===== src/rtl/hbseq_pkg.sv =====
package hbseq_pkg;
  localparam int HB_ADDR_W = 32;
  localparam int HB_CA_W   = 48;

  typedef enum logic [2:0] {
    ST_IDLE, ST_CA, ST_LAT, ST_WR, ST_RD, ST_REC
  } seqState_t;

  typedef struct packed {
    logic       takeReq;
    logic       sampleLat;
    logic       loadWord;
    logic       capA;
    logic       capB;
    logic       driveCa;
    logic       driveWr;
    logic       lowByte;
    logic [2:0] caSel;
  } seqStrobe_t;
endpackage


===== src/rtl/hbseq_ctrl.sv =====
module hbseq_ctrl
  import hbseq_pkg::*;
#(
  parameter int LEN_W = 16,
  parameter int CNT_W = 8
) (
  input  logic             clk,
  input  logic             rstN,
  input  logic             reqValid,
  input  logic [LEN_W-1:0] reqLen,
  input  logic [CNT_W-1:0] tAcc,
  input  logic [CNT_W-1:0] tRwr,
  input  logic             isRead,
  input  logic             regSpace,
  input  logic             dblLat,
  input  logic             rwdsEdge,
  output logic             reqReady,
  output logic             busy,
  output logic             wrReady,
  output logic             hbCsN,
  output logic             hbClk,
  output seqStrobe_t       stb
);
  localparam int LAT_W = CNT_W + 2;
  localparam logic [LEN_W-1:0] LEN_ONE = LEN_W'(1);
  localparam logic [LAT_W-1:0] LAT_ONE = LAT_W'(1);
  localparam logic [CNT_W-1:0] CNT_ONE = CNT_W'(1);

  seqState_t        state, stateNx;
  logic [2:0]       caIdx;
  logic [LAT_W-1:0] latCnt, latEdges;
  logic [LEN_W-1:0] wordsLeft;
  logic [CNT_W-1:0] recCnt, accReg, rwrReg;
  logic             sub, clkPh, active, wrSkip;

  assign latEdges = dblLat ? {accReg, 2'b00} : {1'b0, accReg, 1'b0};
  assign active   = (state == ST_CA) || (state == ST_LAT) ||
                    (state == ST_WR) || (state == ST_RD);
  assign wrSkip   = !isRead && regSpace;

  always_comb begin
    stb         = '0;
    stb.caSel   = caIdx;
    stb.lowByte = sub;
    stateNx     = state;
    case (state)
      ST_IDLE: if (reqValid) begin
        stb.takeReq = 1'b1;
        stateNx     = ST_CA;
      end
      ST_CA: begin
        stb.driveCa = 1'b1;
        if (caIdx == 3'd3) stb.sampleLat = 1'b1;
        if (caIdx == 3'd5) begin
          if (wrSkip || latEdges == '0) begin
            stateNx      = isRead ? ST_RD : ST_WR;
            stb.loadWord = !isRead;
          end else begin
            stateNx = ST_LAT;
          end
        end
      end
      ST_LAT: if (latCnt == '0) begin
        stateNx      = isRead ? ST_RD : ST_WR;
        stb.loadWord = !isRead;
      end
      ST_WR: begin
        stb.driveWr = 1'b1;
        if (sub) begin
          if (wordsLeft > LEN_ONE) stb.loadWord = 1'b1;
          else                     stateNx = ST_REC;
        end
      end
      ST_RD: if (rwdsEdge) begin
        if (!sub) stb.capA = 1'b1;
        else begin
          stb.capB = 1'b1;
          if (wordsLeft == LEN_ONE) stateNx = ST_REC;
        end
      end
      ST_REC: if (recCnt <= CNT_ONE) stateNx = ST_IDLE;
      default: stateNx = ST_IDLE;
    endcase
  end

  assign reqReady = (state == ST_IDLE);
  assign busy     = (state != ST_IDLE);
  assign wrReady  = stb.loadWord;
  assign hbCsN    = !active;
  assign hbClk    = active && clkPh;

  always_ff @(posedge clk or negedge rstN) begin
    if (!rstN) begin
      state     <= ST_IDLE;
      caIdx     <= '0;
      latCnt    <= '0;
      wordsLeft <= '0;
      recCnt    <= '0;
      accReg    <= '0;
      rwrReg    <= '0;
      sub       <= 1'b0;
      clkPh     <= 1'b0;
    end else begin
      state <= stateNx;
      if (stb.takeReq)  clkPh <= 1'b1;
      else if (active)  clkPh <= ~clkPh;
      else              clkPh <= 1'b0;
      if (stb.takeReq) begin
        caIdx     <= '0;
        sub       <= 1'b0;
        wordsLeft <= (reqLen == '0) ? LEN_ONE : reqLen;
        accReg    <= tAcc;
        rwrReg    <= tRwr;
      end
      if (state == ST_CA) caIdx <= caIdx + 3'd1;
      if (state == ST_CA && caIdx == 3'd5) latCnt <= latEdges - LAT_ONE;
      else if (state == ST_LAT)            latCnt <= latCnt - LAT_ONE;
      if (state == ST_WR) begin
        sub <= ~sub;
        if (sub && wordsLeft > LEN_ONE) wordsLeft <= wordsLeft - LEN_ONE;
      end
      if (stb.capA) sub <= 1'b1;
      if (stb.capB) begin
        sub       <= 1'b0;
        wordsLeft <= wordsLeft - LEN_ONE;
      end
      if (state != ST_REC && stateNx == ST_REC) recCnt <= rwrReg;
      else if (state == ST_REC)                 recCnt <= recCnt - CNT_ONE;
    end
  end
endmodule


===== src/rtl/hbseq_dpath.sv =====
module hbseq_dpath
  import hbseq_pkg::*;
(
  input  logic                 clk,
  input  logic                 rstN,
  input  seqStrobe_t           stb,
  input  logic                 reqRead,
  input  logic                 reqRegSpace,
  input  logic                 reqLinear,
  input  logic [HB_ADDR_W-1:0] reqAddr,
  input  logic [15:0]          wrData,
  input  logic [1:0]           wrMask,
  input  logic [7:0]           hbDqIn,
  input  logic                 hbRwdsIn,
  output logic [7:0]           hbDqOut,
  output logic                 hbDqOe,
  output logic                 hbRwdsOut,
  output logic                 hbRwdsOe,
  output logic [15:0]          rdData,
  output logic                 rdValid,
  output logic                 isRead,
  output logic                 regSpace,
  output logic                 dblLat,
  output logic                 rwdsEdge
);
  logic [HB_CA_W-1:0] caWord;
  logic [15:0]        wordReg;
  logic [1:0]         maskReg;
  logic [7:0]         byteA, caByte, wrByte;
  logic               rwdsPrev;

  assign isRead   = caWord[47];
  assign regSpace = caWord[46];
  assign rwdsEdge = hbRwdsIn ^ rwdsPrev;

  always_comb begin
    case (stb.caSel)
      3'd0:    caByte = caWord[47:40];
      3'd1:    caByte = caWord[39:32];
      3'd2:    caByte = caWord[31:24];
      3'd3:    caByte = caWord[23:16];
      3'd4:    caByte = caWord[15:8];
      default: caByte = caWord[7:0];
    endcase
  end

  assign wrByte    = stb.lowByte ? wordReg[7:0] : wordReg[15:8];
  assign hbDqOe    = stb.driveCa || stb.driveWr;
  assign hbDqOut   = stb.driveCa ? caByte : (stb.driveWr ? wrByte : 8'h00);
  assign hbRwdsOe  = stb.driveWr && !regSpace;
  assign hbRwdsOut = hbRwdsOe && (stb.lowByte ? maskReg[0] : maskReg[1]);

  always_ff @(posedge clk or negedge rstN) begin
    if (!rstN) begin
      caWord   <= '0;
      wordReg  <= '0;
      maskReg  <= '0;
      byteA    <= '0;
      rdData   <= '0;
      rdValid  <= 1'b0;
      dblLat   <= 1'b0;
      rwdsPrev <= 1'b0;
    end else begin
      rwdsPrev <= hbRwdsIn;
      rdValid  <= stb.capB;
      if (stb.takeReq)
        caWord <= {reqRead, reqRegSpace, reqLinear, reqAddr[31:3], 13'd0, reqAddr[2:0]};
      if (stb.sampleLat) dblLat <= hbRwdsIn;
      if (stb.loadWord) begin
        wordReg <= wrData;
        maskReg <= wrMask;
      end
      if (stb.capA) byteA  <= hbDqIn;
      if (stb.capB) rdData <= {byteA, hbDqIn};
    end
  end
endmodule


===== src/rtl/hbseq_top.sv =====
module hbseq_top
  import hbseq_pkg::*;
#(
  parameter int LEN_W = 16,
  parameter int CNT_W = 8
) (
  input  logic             clk,
  input  logic             rstN,
  input  logic             reqValid,
  output logic             reqReady,
  input  logic             reqRead,
  input  logic             reqRegSpace,
  input  logic             reqLinear,
  input  logic [31:0]      reqAddr,
  input  logic [LEN_W-1:0] reqLen,
  input  logic [CNT_W-1:0] tAcc,
  input  logic [CNT_W-1:0] tRwr,
  output logic             busy,
  input  logic [15:0]      wrData,
  input  logic [1:0]       wrMask,
  output logic             wrReady,
  output logic [15:0]      rdData,
  output logic             rdValid,
  output logic             hbCsN,
  output logic             hbClk,
  output logic [7:0]       hbDqOut,
  output logic             hbDqOe,
  input  logic [7:0]       hbDqIn,
  output logic             hbRwdsOut,
  output logic             hbRwdsOe,
  input  logic             hbRwdsIn
);
  seqStrobe_t stb;
  logic       isRead, regSpace, dblLat, rwdsEdge;

  hbseq_ctrl #(.LEN_W(LEN_W), .CNT_W(CNT_W)) ctrl_i (
    .clk(clk), .rstN(rstN), .reqValid(reqValid), .reqLen(reqLen),
    .tAcc(tAcc), .tRwr(tRwr), .isRead(isRead), .regSpace(regSpace),
    .dblLat(dblLat), .rwdsEdge(rwdsEdge), .reqReady(reqReady), .busy(busy),
    .wrReady(wrReady), .hbCsN(hbCsN), .hbClk(hbClk), .stb(stb)
  );

  hbseq_dpath dpath_i (
    .clk(clk), .rstN(rstN), .stb(stb), .reqRead(reqRead),
    .reqRegSpace(reqRegSpace), .reqLinear(reqLinear), .reqAddr(reqAddr),
    .wrData(wrData), .wrMask(wrMask), .hbDqIn(hbDqIn), .hbRwdsIn(hbRwdsIn),
    .hbDqOut(hbDqOut), .hbDqOe(hbDqOe), .hbRwdsOut(hbRwdsOut),
    .hbRwdsOe(hbRwdsOe), .rdData(rdData), .rdValid(rdValid),
    .isRead(isRead), .regSpace(regSpace), .dblLat(dblLat), .rwdsEdge(rwdsEdge)
  );
endmodule


===== config.mk =====
export PLATFORM = sky130hd
export DESIGN_NAME = hbseq_top
export DESIGN_NICKNAME = d
export VERILOG_FILES = /design/src/rtl/hbseq_pkg.sv /design/src/rtl/hbseq_ctrl.sv /design/src/rtl/hbseq_dpath.sv /design/src/rtl/hbseq_top.sv
export SDC_FILE = /design/constraint.sdc
export NUM_CORES = 1
export LEC_CHECK = 0
export ABC_AREA = 1
export BUFFER_PORTS_ARGS = -buffer_cell sky130_fd_sc_hd__buf_2
export CELL_PAD_IN_SITES_DETAIL_PLACEMENT = 1
export CELL_PAD_IN_SITES_GLOBAL_PLACEMENT = 1
export CORE_MARGIN = 2
export CORE_UTILIZATION = 44
export DETAILED_ROUTE_END_ITERATION = 10
export PLACE_DENSITY = 0.95
export SYNTH_ARGS = -nofsm -noshare
export SYNTH_HDL_FRONTEND = slang
export SYNTH_SLANG_ARGS = --single-unit
export TNS_END_PERCENT = 50

===== constraint.sdc =====
create_clock -name clk -period 2.8 [get_ports clk]
set_input_delay 0.42 -clock clk [delete_from_list [all_inputs] [get_ports clk]]
set_output_delay 0.42 -clock clk [all_outputs]
set_load 0.01 [all_outputs]

==> results of run 1 <==
==> per-layer routing <==
layer | wire (um) | part of all wire | GRT usage
met1 | 9310 | 0.41 | 0.315
met2 | 11700 | 0.51 | 0.483
met3 | 1030 | 0.045 | 0.0565
met4 | 784 | 0.034 | 0.120
met5 | 0 | 0 | 0
==> final cells by class <==
class,count,area (sq um),share of cell area
Sequential cell,138,3450,0.398
Multi-Input combinational cell,647,3210,0.370
Timing Repair Buffer,137,737,0.0850
Clock buffer,22,484,0.0558
Inverter,107,402,0.0463
Tap cell,216,270,0.0312
Clock inverter,10,114,0.0131
==> cells in the mapped netlist, types with 5 or more instances <==
master                     count  area (sq um)
sky130_fd_sc_hd__xnor2_1       8          70.1
sky130_fd_sc_hd__o221ai_1      8          70.1
sky130_fd_sc_hd__nor3_1        5          25.0
sky130_fd_sc_hd__dfrtp_1     138          3450
sky130_fd_sc_hd__inv_1       102           383
sky130_fd_sc_hd__nor2_1       65           244
sky130_fd_sc_hd__clkbuf_1      9          33.8
sky130_fd_sc_hd__a31oi_1       5          31.3
sky130_fd_sc_hd__nand2_1     332          1250
sky130_fd_sc_hd__mux2_2        9           101
sky130_fd_sc_hd__o21ai_0      72           360
sky130_fd_sc_hd__a21oi_1      21           105
sky130_fd_sc_hd__o21ai_2       6          52.6
sky130_fd_sc_hd__buf_2        14          70.1
sky130_fd_sc_hd__ha_1         10           125
sky130_fd_sc_hd__xor2_1        6          52.6
sky130_fd_sc_hd__nand4_1      19           119
sky130_fd_sc_hd__nand3_1      36           180
==> how the worst min path moves through the flow <==
| stage | startpoint | to | cells past startpoint |
|---|---|---|---|
| global placement | ctrl_i.clkPh | ctrl_i.clkPh | 1 |
| detailed placement | dpath_i.caWord[2] | dpath_i.caWord[2] | 2 |
| finish | rstN | ctrl_i.wordsLeft[13] | 1 |
| floorplan | rstN | ctrl_i.accReg[0] | 0 |
| global route | rstN | dpath_i.caWord[0] | 1 |
| CTS | rstN | ctrl_i.wordsLeft[3] | 1 |
==> flip-flops by register name, indices dropped and copies added (netlist names) <==
| name | count |
|---|---|
| ctrl_i.accReg | 8 |
| ctrl_i.caIdx | 3 |
| ctrl_i.clkPh | 1 |
| ctrl_i.latCnt | 10 |
| ctrl_i.recCnt | 8 |
| ctrl_i.rwrReg | 8 |
| ctrl_i.state | 3 |
| ctrl_i.sub | 1 |
| ctrl_i.wordsLeft | 16 |
| dpath_i.byteA | 8 |
| dpath_i.caWord | 35 |
| dpath_i.dblLat | 1 |
| dpath_i.maskReg | 2 |
| dpath_i.rdData | 16 |
| dpath_i.rdValid | 1 |
| dpath_i.rwdsPrev | 1 |
| dpath_i.wordReg | 16 |
==> cell families (layout without fill, tap and decap cells) <==
| family | after synthesis | count (layout) |
|---|---|---|
| AO/OA/AOI/OAI | 126 | 126 |
| AND/OR/NAND/NOR | 488 | 488 |
| multiplexers | 9 | 9 |
| flip-flops | 138 | 138 |
| XOR/XNOR | 14 | 14 |
| adder cells (fa/ha/maj) | 10 | 10 |
| buffers and inverters | 136 | 276 |
==> cells in the final DEF (no fill, tap or decap), types with 5 or more instances in the layout <==
master and instances:
sky130_fd_sc_hd__nand4_1 19, sky130_fd_sc_hd__ha_1 9, sky130_fd_sc_hd__nor2_1 60, sky130_fd_sc_hd__nand2_1 332
sky130_fd_sc_hd__xor2_1 6, sky130_fd_sc_hd__o21ai_0 72, sky130_fd_sc_hd__buf_4 6, sky130_fd_sc_hd__buf_2 128
sky130_fd_sc_hd__a31oi_1 5, sky130_fd_sc_hd__inv_1 100, sky130_fd_sc_hd__dfrtp_1 137, sky130_fd_sc_hd__a21oi_1 21
sky130_fd_sc_hd__nor2_4 5, sky130_fd_sc_hd__clkbuf_16 17, sky130_fd_sc_hd__o21ai_2 6, sky130_fd_sc_hd__inv_2 7
sky130_fd_sc_hd__o221ai_1 8, sky130_fd_sc_hd__nand3_1 36, sky130_fd_sc_hd__nor3_1 5, sky130_fd_sc_hd__nor2_2 8
sky130_fd_sc_hd__mux2_2 9, sky130_fd_sc_hd__xnor2_1 8
==> metrics by stage <==
stage	std cells	total power (uW)	hold WS, ps	area, sq um	util
after floorplan	921	2240	124	7190	-
after global placement	1245	2380	458	8050	0.505
after detailed placement	1245	2390	464	8050	0.505
after CTS	1277	4680	35.3	8650	0.542
after global routing	1277	4800	57.2	8670	0.544
final	1277	4660	-12.2	8670	0.544
==> where the power goes <==
part           total (uW)  switching, uW  internal (uW)  leakage (uW)
clock                2300            896           1400      0.000285
combinational         299            184            115       0.00259
sequential           2060           27.2           2030       0.00159
total                4660           1110           3550       0.00447
==> timing repair <==
item,4_1_cts,5_1_grt
setup buffers,0,0
endpoints found under the setup margin,1,9
gates resized for setup,1,10
hold endpoints to repair,0,0
==> insert_results.sql, run 1 <==
INSERT INTO impl_metrics (metric_group, metric, value, unit) VALUES
('logic_synthesis', 'post_synth_num_cell_types', '46', ''),
('route', 'ant_nets', '0', ''),
('route', 'finalWirelength', '22800', 'um'),
('critical_path', 'rrSetupSlack', '380', 'ps'),
('cts', 'cts-root-to-sink-buffers', '2', ''),
('logic_synthesis', 'postSynth.asyncResetShare', '1.00', ''),
('logic_synthesis', 'synth_xor_xnor_area_share', '0.0171', ''),
('critical_path', 'path_depth', '9', ''),
('logic_synthesis', 'synth-seq-area-share', '0.481', ''),
('logic_synthesis', 'yosys_most_used_dff', 'sky130_fd_sc_hd__dfrtp_1', ''),
('status', 'outcome', 'complete, but fails checks', ''),
('cts', 'tritoncts.num_buffers', '17', ''),
('hold_path', 'min_path_type', 'in -> async', ''),
('sta', 'setup-violations-final', '0', ''),
('critical_path', 'timing_worst_setup_path_type', 'reg -> out', ''),
('logic_synthesis', 'synthesis.area', '7190', 'sq um'),
('critical_path', 'worstSetupStartpointType', 'flop', ''),
('cts', 'tritoncts_clock_tree', 'done', ''),
('die', 'design.portCount', '130', ''),
('route', 'detailroute.via_count', '6827', ''),
('power', 'pwr_density_cell', '537', 'nW/um^2'),
('power', 'total_leakage_power', '0.00447', 'uW'),
('cts', 'post_cts_clock_slew_at_the_launch_and_capture_registers_of_the_worst_setup_and_hold_paths', '60', 'ps'),
('final_layout', 'antenna_cells', '0', ''),
('critical_path', 'cp-end-kind', 'primary output', ''),
('logic_synthesis', 'synth_top_family_by_area', 'simple AND/OR/NAND/NOR gates', ''),
('sta', 'maxClockFrequency', '0.376', 'GHz'),
('placed_design', 'gp_congestion', '0.844', ''),
('global_routing', 'vias_in_the_first_global_route', '7519', ''),
('critical_path', 'critical_path_buf_inv_count', '3', ''),
('logic_synthesis', 'syn_nets', '1028', ''),
('logic_synthesis', 'syn-mean-instance-area', '7.80', 'sq um'),
('critical_path', 'critPathCapture', 'hbDqOut[0]', ''),
('power', 'irDropWorstVdd', '0.000459', 'V'),
('route', 'drt-pass1-iter-count', '5', ''),
('final_layout', 'final_nets', '1155', ''),
('critical_path', 'cp_max_fo', '8', ''),
('logic_synthesis', 'complex_gate_fraction_of_the_synthesized_area', '0.100', ''),
('critical_path', 'cells_along_the_critical_path', 'inv_1 > ha_1 > nand2_1 > inv_1 > nand2_1 > nand3_1 > a211oi_1 > o221ai_1 > buf_2', ''),
('logic_synthesis', 'post_synth_edffs', '0', ''),
('placed_design', 'preCtsSetupSlack', '476', 'ps'),
('critical_path', 'critical-path-max-stage-delay', '390', 'ps'),
('sta', 'timing_hold_violations_final', '8', ''),
('final_layout', 'area_delta_synth_final', '20.7', '%'),
('final_layout', 'filler_cell_count', '1996', ''),
('die', 'initial_utilization', '0.451', ''),
('sta', 'layout_worst_path_cycle_share', '0.951', ''),
('die', 'die-width', '132', 'um'),
('cts', 'clock_root_buffer', 'sky130_fd_sc_hd__clkbuf_16', ''),
('sta', 'hold-worst-slack', '-12.2', 'ps'),
('cts', 'clock_tree.htree_level_count', '4', ''),
('critical_path', 'ff2ff_path_depth', '10', ''),
('logic_synthesis', 'area_share_of_and_or_nand_nor_cells_after_synthesis', '0.294', ''),
('logic_synthesis', 'fraction_of_synthesized_area_in_multiplexers', '0.0141', ''),
('status', 'violations', 'hold timing', ''),
('critical_path', 'critPathRequiredTime', '2380', 'ps'),
('logic_synthesis', 'synth_seq_cells', '138', ''),
('logic_synthesis', 'syn_inst', '921', ''),
('sta', 'finalWorstSetupSlack', '138', 'ps'),
('job', 'drv_cap', '0', ''),
('sta', 'unrepaired_setup_endpoints_after_global_routing', 'no', ''),
('die', 'floorplan.die_area', '17400', 'sq um'),
('cts', 'number_of_buffers_inserted_for_hold_repair_after_clock_tree_synthesis', '0', ''),
('sta', 'skew', '12.1', 'ps'),
('sta', 'worst_slew_margin_relative_to_its_limit', '0.380', ''),
('logic_synthesis', 'synth-adder-area-share', '0.0174', ''),
('route', 'post-route-drc-count', '0', ''),
('critical_path', 'worst_r2r_startpoint', 'ctrl_i.state[2]', ''),
('global_routing', 'pin_count_of_the_biggest_net_entering_global_routing', '71', ''),
('sta', 'fin_tns_setup', '0', 'ps'),
('critical_path', 'cp_slowest_cell', 'sky130_fd_sc_hd__dfrtp_1', '');
(Power assumes the default switching activity.)
==> run 2, diff against run 1 <==
--- a/config.mk
+++ b/config.mk
@@ -13,6 +13,7 @@
 export CORE_UTILIZATION = 44
 export DETAILED_ROUTE_END_ITERATION = 10
 export PLACE_DENSITY = 0.95
+export SLEW_MARGIN = 20
 export SYNTH_ARGS = -nofsm -noshare
 export SYNTH_HDL_FRONTEND = slang
 export SYNTH_SLANG_ARGS = --single-unit
==> constraint.sdc (replaced) <==
create_clock -name clk -period 3.2 [get_ports clk]
set_input_delay 0.48 -clock clk [delete_from_list [all_inputs] [get_ports clk]]
set_output_delay 0.48 -clock clk [all_outputs]
set_load 0.01 [all_outputs]
==> run 2 against run 1 <==
  * The run now ends clean
  * Cell count is essentially flat
  * Sequential power down 13%
  * First-iteration DRC count down 39%
  * Die area is the same
  * Utilization about the same
  * Clock-buffer cell count shrank 2
  * Design area about the same
  * Critical endpoint is now wrReady
==> insert_results.sql, run 2 (synthesized netlist as in run 1, its figures left out) <==
INSERT INTO impl_metrics (metric_group, metric, value, unit) VALUES
('status', 'outcome', 'completed', ''),
('cts', 'tritoncts_clock_tree', 'done', ''),
('sta', 'fin_tns_setup', '0', 'ps'),
('sta', 'tightest_slew', '838', 'ps'),
('critical_path', 'worstSetupStartpointType', 'flop', ''),
('route', 'detailroute.via_count', '6767', ''),
('sta', 'final_period_minus_worst_setup_slack', '2830', 'ps'),
('final_layout', 'registers.top_by_ff_count', 'dpath_i.caWord', ''),
('route', 'detail_route.wl_per_cell', '17.6', 'um'),
('placed_design', 'port-buffer-count', '129', ''),
('cts', 'post_cts_clock_slew_at_the_launch_and_capture_registers_of_the_worst_setup_and_hold_paths', '70', 'ps'),
('critical_path', 'cp-end-kind', 'primary output', ''),
('final_layout', 'final_nets', '1157', ''),
('cts', 'clock_insertion_delay_worst_skew', '430', 'ps'),
('die', 'floorplan.die_area', '17400', 'sq um'),
('placed_design', 'gp_congestion', '0.873', ''),
('route', 'finalWirelength', '22500', 'um'),
('sta', 'max_slew_violations', '0', ''),
('cts', 'clock_root_buffer', 'sky130_fd_sc_hd__clkbuf_16', ''),
('hold_path', 'min_path_cells', '1', ''),
('die', 'dieHeight', '132', 'um'),
('final_layout', 'largest_register_ffs', '35', ''),
('global_routing', 'vias_in_the_first_global_route', '7455', ''),
('final_layout', 'layout-drive-gt1-share', '0.202', ''),
('power', 'power', '4210', 'uW'),
('sta', 'unrepaired_setup_endpoints_after_global_routing', 'no', ''),
('placed_design', 'place.detailed.hpwl', '15500', 'um'),
('die', 'die-width', '132', 'um'),
('cts', 'clock-sinks', '138', ''),
('cts', 'number_of_buffers_inserted_for_hold_repair_after_clock_tree_synthesis', '1', ''),
('critical_path', 'critical_path_arrival', '2350', 'ps'),
('global_routing', 'grt_antenna_before_repair', '2', ''),
('sta', 'timing_hold_violations_final', '0', ''),
('global_routing', 'grt_first_pass_wirelength', '36700', 'um'),
('global_routing', 'grt_overflow', '0', ''),
('route', 'post-route-drc-count', '0', ''),
('die', 'design.portCount', '130', ''),
('die', 'rows', '46', ''),
('critical_path', 'critPathRequiredTime', '2720', 'ps'),
('sta', 'skew', '10.6', 'ps'),
('power', 'pwr_density_cell', '485', 'nW/um^2'),
('global_routing', 'grt_util_all_layers', '0.268', ''),
('die', 'core_area', '15900', 'sq um'),
('final_layout', 'area_delta_synth_final', '20.7', '%'),
('cts', 'ctsResizeCount', '0', ''),
('route', 'ant_nets', '0', ''),
('cts', 'tritoncts.num_buffers', '17', ''),
('critical_path', 'ff2ff_path_depth', '12', ''),
('die', 'initial_utilization', '0.451', ''),
('sta', 'worst_slew_margin_relative_to_its_limit', '0.441', ''),
('global_routing', 'pin_count_of_the_biggest_net_entering_global_routing', '72', ''),
('final_layout', 'most_common_cell_after_layout_fill_and_taps_aside', 'sky130_fd_sc_hd__nand2_1', ''),
('route', 'vias_per_cell', '5.29', ''),
('final_layout', 'most-common-layout-cells', 'sky130_fd_sc_hd__nand2_1, sky130_fd_sc_hd__dfrtp_1, sky130_fd_sc_hd__buf_2', ''),
('sta', 'layout_worst_path_cycle_share', '0.885', ''),
('route', 'drt-pass1-iter-count', '7', ''),
('power', 'total_leakage_power', '0.00450', 'uW'),
('cts', 'cts-root-to-sink-buffers', '2', ''),
('hold_path', 'min_path_type', 'in -> reg', ''),
('sta', 'setup-violations-final', '0', ''),
('job', 'drv_cap', '0', ''),
('route', 'first_iter_violations', '234', ''),
('cts', 'postCtsSetupRepairBufs', '0', ''),
('power', 'irDropWorstVdd', '0.000367', 'V'),
('critical_path', 'cp_max_fo', '11', ''),
('cts', 'clock_tree.htree_level_count', '4', ''),
('final_layout', 'antenna_cells', '0', ''),
('critical_path', 'timing_worst_setup_path_type', 'reg -> out', ''),
('sta', 'maxClockFrequency', '0.353', 'GHz');
[run 2: cell types whose count changed in the layout (fill, tap and decap cells not counted), moves of 2 or more]
cell and change:
sky130_fd_sc_hd__clkinvlp_4 -4, sky130_fd_sc_hd__nor2_1 +5, sky130_fd_sc_hd__inv_2 -2, sky130_fd_sc_hd__nor2_2 -4, sky130_fd_sc_hd__bufinv_16 +2, sky130_fd_sc_hd__buf_4 +2, sky130_fd_sc_hd__clkbuf_8 -2
[run 2: worst paths after layout]
check                           slack, ps                from                  end
worst max-delay path                  370      dpath_i.dblLat              wrReady
worst min-delay path                  240            hbRwdsIn     dpath_i.rwdsPrev
worst max register to register        760      dpath_i.dblLat  dpath_i.wordReg[14]
worst min register to register        480  dpath_i.caWord[29]   dpath_i.caWord[29]
max in group asynchronous            1850                rstN   dpath_i.rdData[11]
min in group asynchronous             490                rstN       dpath_i.dblLat
[run 2: final cells by class]
cell class	count	area (sq um)
fillers	2049	7270
flip-flops and latches	138	3450
multi-input cells	647	3180
repair buffers	139	742
clock buffers	20	457
inverters	107	402
well taps	216	270
clock inverters	11	166
[run 2: metal layers]
layer	global-route usage	vias up	wire length, um	part of all wire
met4	0.114	2	840	0.037
met1	0.304	3314	9050	0.40
li1	-	3176	-	-
met2	0.483	207	11500	0.51
met3	0.0646	68	1100	0.049
met5	0	-	13	0.00058
[run 2: report_power, final]
part,switching [uW],internal (uW)
combinational,164,102
sequential,25.0,1780
clock,797,1340
[run 2: metrics by stage]
| stage | util | area [sq um] | std cells | setup slack, ps | hold slack (ps) |
|---|---|---|---|---|---|
| 2_1_floorplan | - | 7190 | 921 | 1270 | 184 |
| 4_1_cts | 0.544 | 8670 | 1278 | 358 | 213 |
| 6_report | 0.544 | 8670 | 1278 | 368 | 235 |
| 3_3_place_gp | 0.504 | 8040 | 1246 | 999 | 359 |
| 3_5_place_dp | 0.504 | 8040 | 1246 | 876 | 365 |
| 5_1_grt | 0.544 | 8670 | 1278 | 238 | 225 |
[run 2: critical path, stage by stage (launching register included)]
cell and delay (ps):
sky130_fd_sc_hd__dfrtp_1 540, sky130_fd_sc_hd__inv_1 250, sky130_fd_sc_hd__nand2_1 120, sky130_fd_sc_hd__nand2_1 100
sky130_fd_sc_hd__nand2_1 60, sky130_fd_sc_hd__nor2_1 250, sky130_fd_sc_hd__nand2_1 130, sky130_fd_sc_hd__nand2_1 80
sky130_fd_sc_hd__nand3_1 100, sky130_fd_sc_hd__nand3_2 140, sky130_fd_sc_hd__buf_2 150
==> run 3, diff against run 2 <==
--- a/config.mk
+++ b/config.mk
@@ -7,12 +7,11 @@
 export LEC_CHECK = 0
 export ABC_AREA = 1
 export BUFFER_PORTS_ARGS = -buffer_cell sky130_fd_sc_hd__buf_2
-export CELL_PAD_IN_SITES_DETAIL_PLACEMENT = 1
-export CELL_PAD_IN_SITES_GLOBAL_PLACEMENT = 1
 export CORE_MARGIN = 2
-export CORE_UTILIZATION = 44
+export CORE_UTILIZATION = 60
 export DETAILED_ROUTE_END_ITERATION = 10
 export PLACE_DENSITY = 0.95
+export SETUP_SLACK_MARGIN = 0.3
 export SLEW_MARGIN = 20
 export SYNTH_ARGS = -nofsm -noshare
 export SYNTH_HDL_FRONTEND = slang
==> run 3 against run 2 <==
  * Die area shrank 26%
  * Cell count shrank 5.6%
  * Design area shrank 1.5%
  * Fmax is essentially flat
  * Combinational power shrank 4%
  * Sequential share of layout area grew 0.61 points
  * Hold slack lost 170 ps
  * Via count grew 1.7%
  * Clock-buffer cell count shrank 1
  * Global-route usage grew 4.6 points
  * Critical path depth shrank 3
  * Wire length shrank 15%
  * Largest power group unchanged
==> insert_results.sql, run 3 (synthesized netlist as in run 1, its figures left out) <==
INSERT INTO impl_metrics (metric_group, metric, value, unit) VALUES
('status', 'outcome', 'completed', ''),
('route', 'ant_nets', '0', ''),
('cts', 'number_of_buffers_inserted_for_hold_repair_after_clock_tree_synthesis', '0', ''),
('route', 'detail_route.wl_per_cell', '15.9', 'um'),
('final_layout', 'area_delta_synth_final', '18.9', '%'),
('placed_design', 'dpl-instance-area', '7940', 'sq um'),
('power', 'intPower', '3110', 'uW'),
('final_layout', 'filler_cell_count', '782', ''),
('critical_path', 'worstSetupStartpointType', 'flop', ''),
('final_layout', 'registers.top_by_ff_count', 'dpath_i.caWord', ''),
('critical_path', 'timing.critical_path.mode_cell', 'sky130_fd_sc_hd__ha_1', ''),
('critical_path', 'critical_path_arrival', '2350', 'ps'),
('route', 'post-route-drc-count', '0', ''),
('power', 'p_comb_frac', '0.063', ''),
('placed_design', 'dp_cells', '1173', ''),
('critical_path', 'worst_r2r_startpoint', 'dpath_i.dblLat', ''),
('critical_path', 'timing.critical_path.from', 'ctrl_i.caIdx[0]', ''),
('final_layout', 'largest_register_ffs', '35', ''),
('final_layout', 'post_layout_nonfiller_instances', '1206', ''),
('sta', 'skew', '7.62', 'ps'),
('sta', 'tightest_slew', '1070', 'ps'),
('die', 'rows', '39', ''),
('global_routing', 'pin_count_of_the_biggest_net_entering_global_routing', '73', ''),
('sta', 'final_period_minus_worst_setup_slack', '2830', 'ps'),
('power', 'irDropWorstVdd', '0.000521', 'V'),
('power', 'p_switching', '962', 'uW'),
('critical_path', 'cells_along_the_critical_path', 'ha_1 > ha_1 > nand2_1 > nand3_1 > a211oi_1 > o221ai_1 > buf_2', ''),
('placed_design', 'gp_congestion', '0.954', ''),
('global_routing', 'grt-busiest-layer', 'met2', ''),
('final_layout', 'most-common-layout-cells', 'sky130_fd_sc_hd__nand2_1, sky130_fd_sc_hd__dfrtp_1, sky130_fd_sc_hd__buf_2', ''),
('critical_path', 'cp_slowest_cell', 'sky130_fd_sc_hd__dfrtp_1', ''),
('final_layout', 'stdcell_area', '8540', 'sq um'),
('hold_path', 'min_path_type', 'in -> async', ''),
('die', 'die-width', '113', 'um'),
('job', 'drv_cap', '0', ''),
('critical_path', 'critPathRequiredTime', '2720', 'ps'),
('global_routing', 'grt_util_met3', '0.0733', ''),
('power', 'total_leakage_power', '0.00447', 'uW'),
('route', 'detailroute.via_count', '6882', ''),
('cts', 'clock_tree.htree_level_count', '4', ''),
('die', 'core_area', '11600', 'sq um'),
('sta', 'maxClockFrequency', '0.353', 'GHz'),
('sta', 'unrepaired_setup_endpoints_after_global_routing', 'no', ''),
('global_routing', 'grt_first_pass_wirelength', '31400', 'um'),
('global_routing', 'grt_overflow', '0', ''),
('sta', 'layout_worst_path_cycle_share', '0.884', ''),
('cts', 'cts-root-to-sink-buffers', '2', ''),
('placed_design', 'place.detailed.hpwl', '12500', 'um'),
('power', 'pwr-share-seq', '0.442', ''),
('power', 'power.share.switching', '0.236', ''),
('cts', 'clock_root_buffer', 'sky130_fd_sc_hd__clkbuf_16', ''),
('sta', 'setup-violations-final', '0', ''),
('final_layout', 'final_nets', '1156', ''),
('route', 'vias_per_cell', '5.71', ''),
('critical_path', 'timing_worst_setup_path_type', 'reg -> out', ''),
('die', 'initial_utilization', '0.621', ''),
('cts', 'tritoncts_clock_tree', 'done', ''),
('sta', 'fin_tns_setup', '0', 'ps'),
('cts', 'post_cts_clock_slew_at_the_launch_and_capture_registers_of_the_worst_setup_and_hold_paths', '60', 'ps'),
('global_routing', 'vias_in_the_first_global_route', '6638', ''),
('final_layout', 'layout-drive-gt1-share', '0.203', ''),
('sta', 'max_slew_violations', '0', ''),
('power', 'pwr_density_cell', '477', 'nW/um^2'),
('global_routing', 'global_route.usage.met1', '0.382', ''),
('die', 'dieHeight', '113', 'um'),
('global_routing', 'grt_util_all_layers', '0.314', ''),
('cts', 'clock_insertion_delay_worst_skew', '430', 'ps'),
('cts', 'clock-sinks', '138', ''),
('power', 'power.clock.fraction', '0.495', ''),
('cts', 'tritoncts.num_buffers', '17', ''),
('route', 'finalWirelength', '19100', 'um'),
('die', 'design.portCount', '130', ''),
('placed_design', 'port-buffer-count', '129', ''),
('sta', 'hold-worst-slack', '66.6', 'ps'),
('route', 'first_iter_violations', '573', ''),
('global_routing', 'grt_antenna_before_repair', '1', ''),
('final_layout', 'most_common_cell_after_layout_fill_and_taps_aside', 'sky130_fd_sc_hd__nand2_1', ''),
('critical_path', 'timing.critical_path.max_delay_family', 'adder cells', ''),
('sta', 'timing_hold_violations_final', '0', ''),
('sta', 'worst_slew_margin_relative_to_its_limit', '0.287', ''),
('critical_path', 'cp-end-kind', 'primary output', ''),
('route', 'drt-pass1-iter-count', '6', ''),
('critical_path', 'critical_path_buf_inv_count', '1', ''),
('critical_path', 'critical-path-max-stage-delay', '400', 'ps'),
('die', 'floorplan.die_area', '12900', 'sq um'),
('critical_path', 'cp_max_fo', '10', ''),
('global_routing', 'global_route.usage.met2', '0.538', '');
[run 3: final cells by class]
type | instances | area [sq um] | area share
diodes | 1 | 2.50 | 0.000293
clock buffers | 19 | 433 | 0.0507
clock inverters | 13 | 169 | 0.0198
inverters | 107 | 402 | 0.0470
multi-input cells | 647 | 3190 | 0.373
flip-flops and latches | 138 | 3450 | 0.404
well taps | 143 | 179 | 0.0209
repair buffers | 138 | 719 | 0.0842
[run 3: path summary, 6_finish.rpt]
check	slack (ps)	to	cells past startpoint
worst max register to register	850	dpath_i.wordReg[6]	12
max in group asynchronous	2350	ctrl_i.recCnt[6]	2
min in group clk	180	dpath_i.rwdsPrev	1
worst min register to register	480	dpath_i.caWord[35]	2
worst min-delay path	70	dpath_i.caWord[19]	1
worst max-delay path	370	hbDqOut[2]	7
[run 3: routing by layer]
| metal | wire length [um] | up-vias |
|---|---|---|
| met4 | 641 | 0 |
| li1 | - | 3187 |
| met3 | 1600 | 69 |
| met1 | 7280 | 3239 |
| met2 | 9620 | 387 |
| met5 | 0 | - |
[run 3: repair_timing]
action	in CTS	in global routing
gates resized for setup	0	2
setup buffers	0	0
endpoints found under the setup margin	0	5
[run 3: worst reg2reg max path, delay by kind of cell (launching register included)]
family,cells,cell delay (ps)
AO/OA/AOI/OAI,1,120
buffers and inverters,2,540
flip-flops,1,510
AND/OR/NAND/NOR,9,1060
[run 3: power by group through the flow]
| stage | Clock, uW | Sequential (uW) | Combinational (uW) |
|---|---|---|---|
| 2_1_floorplan | 0 | 1830 | 132 |
| 3_3_place_gp | 0 | 1830 | 245 |
| 3_5_place_dp | 0 | 1830 | 255 |
| 4_1_cts | 2020 | 1800 | 259 |
| 5_1_grt | 2100 | 1810 | 290 |
| 6_report | 2010 | 1800 | 256 |
[run 3: per-stage QoR]
step	power [uW]	utilization	setup WS (ps)
5_1_grt	4200	0.739	304
6_report	4070	0.739	370
2_1_floorplan	1960	-	1270
3_5_place_dp	2090	0.686	915
4_1_cts	4090	0.738	394
3_3_place_gp	2080	0.686	937
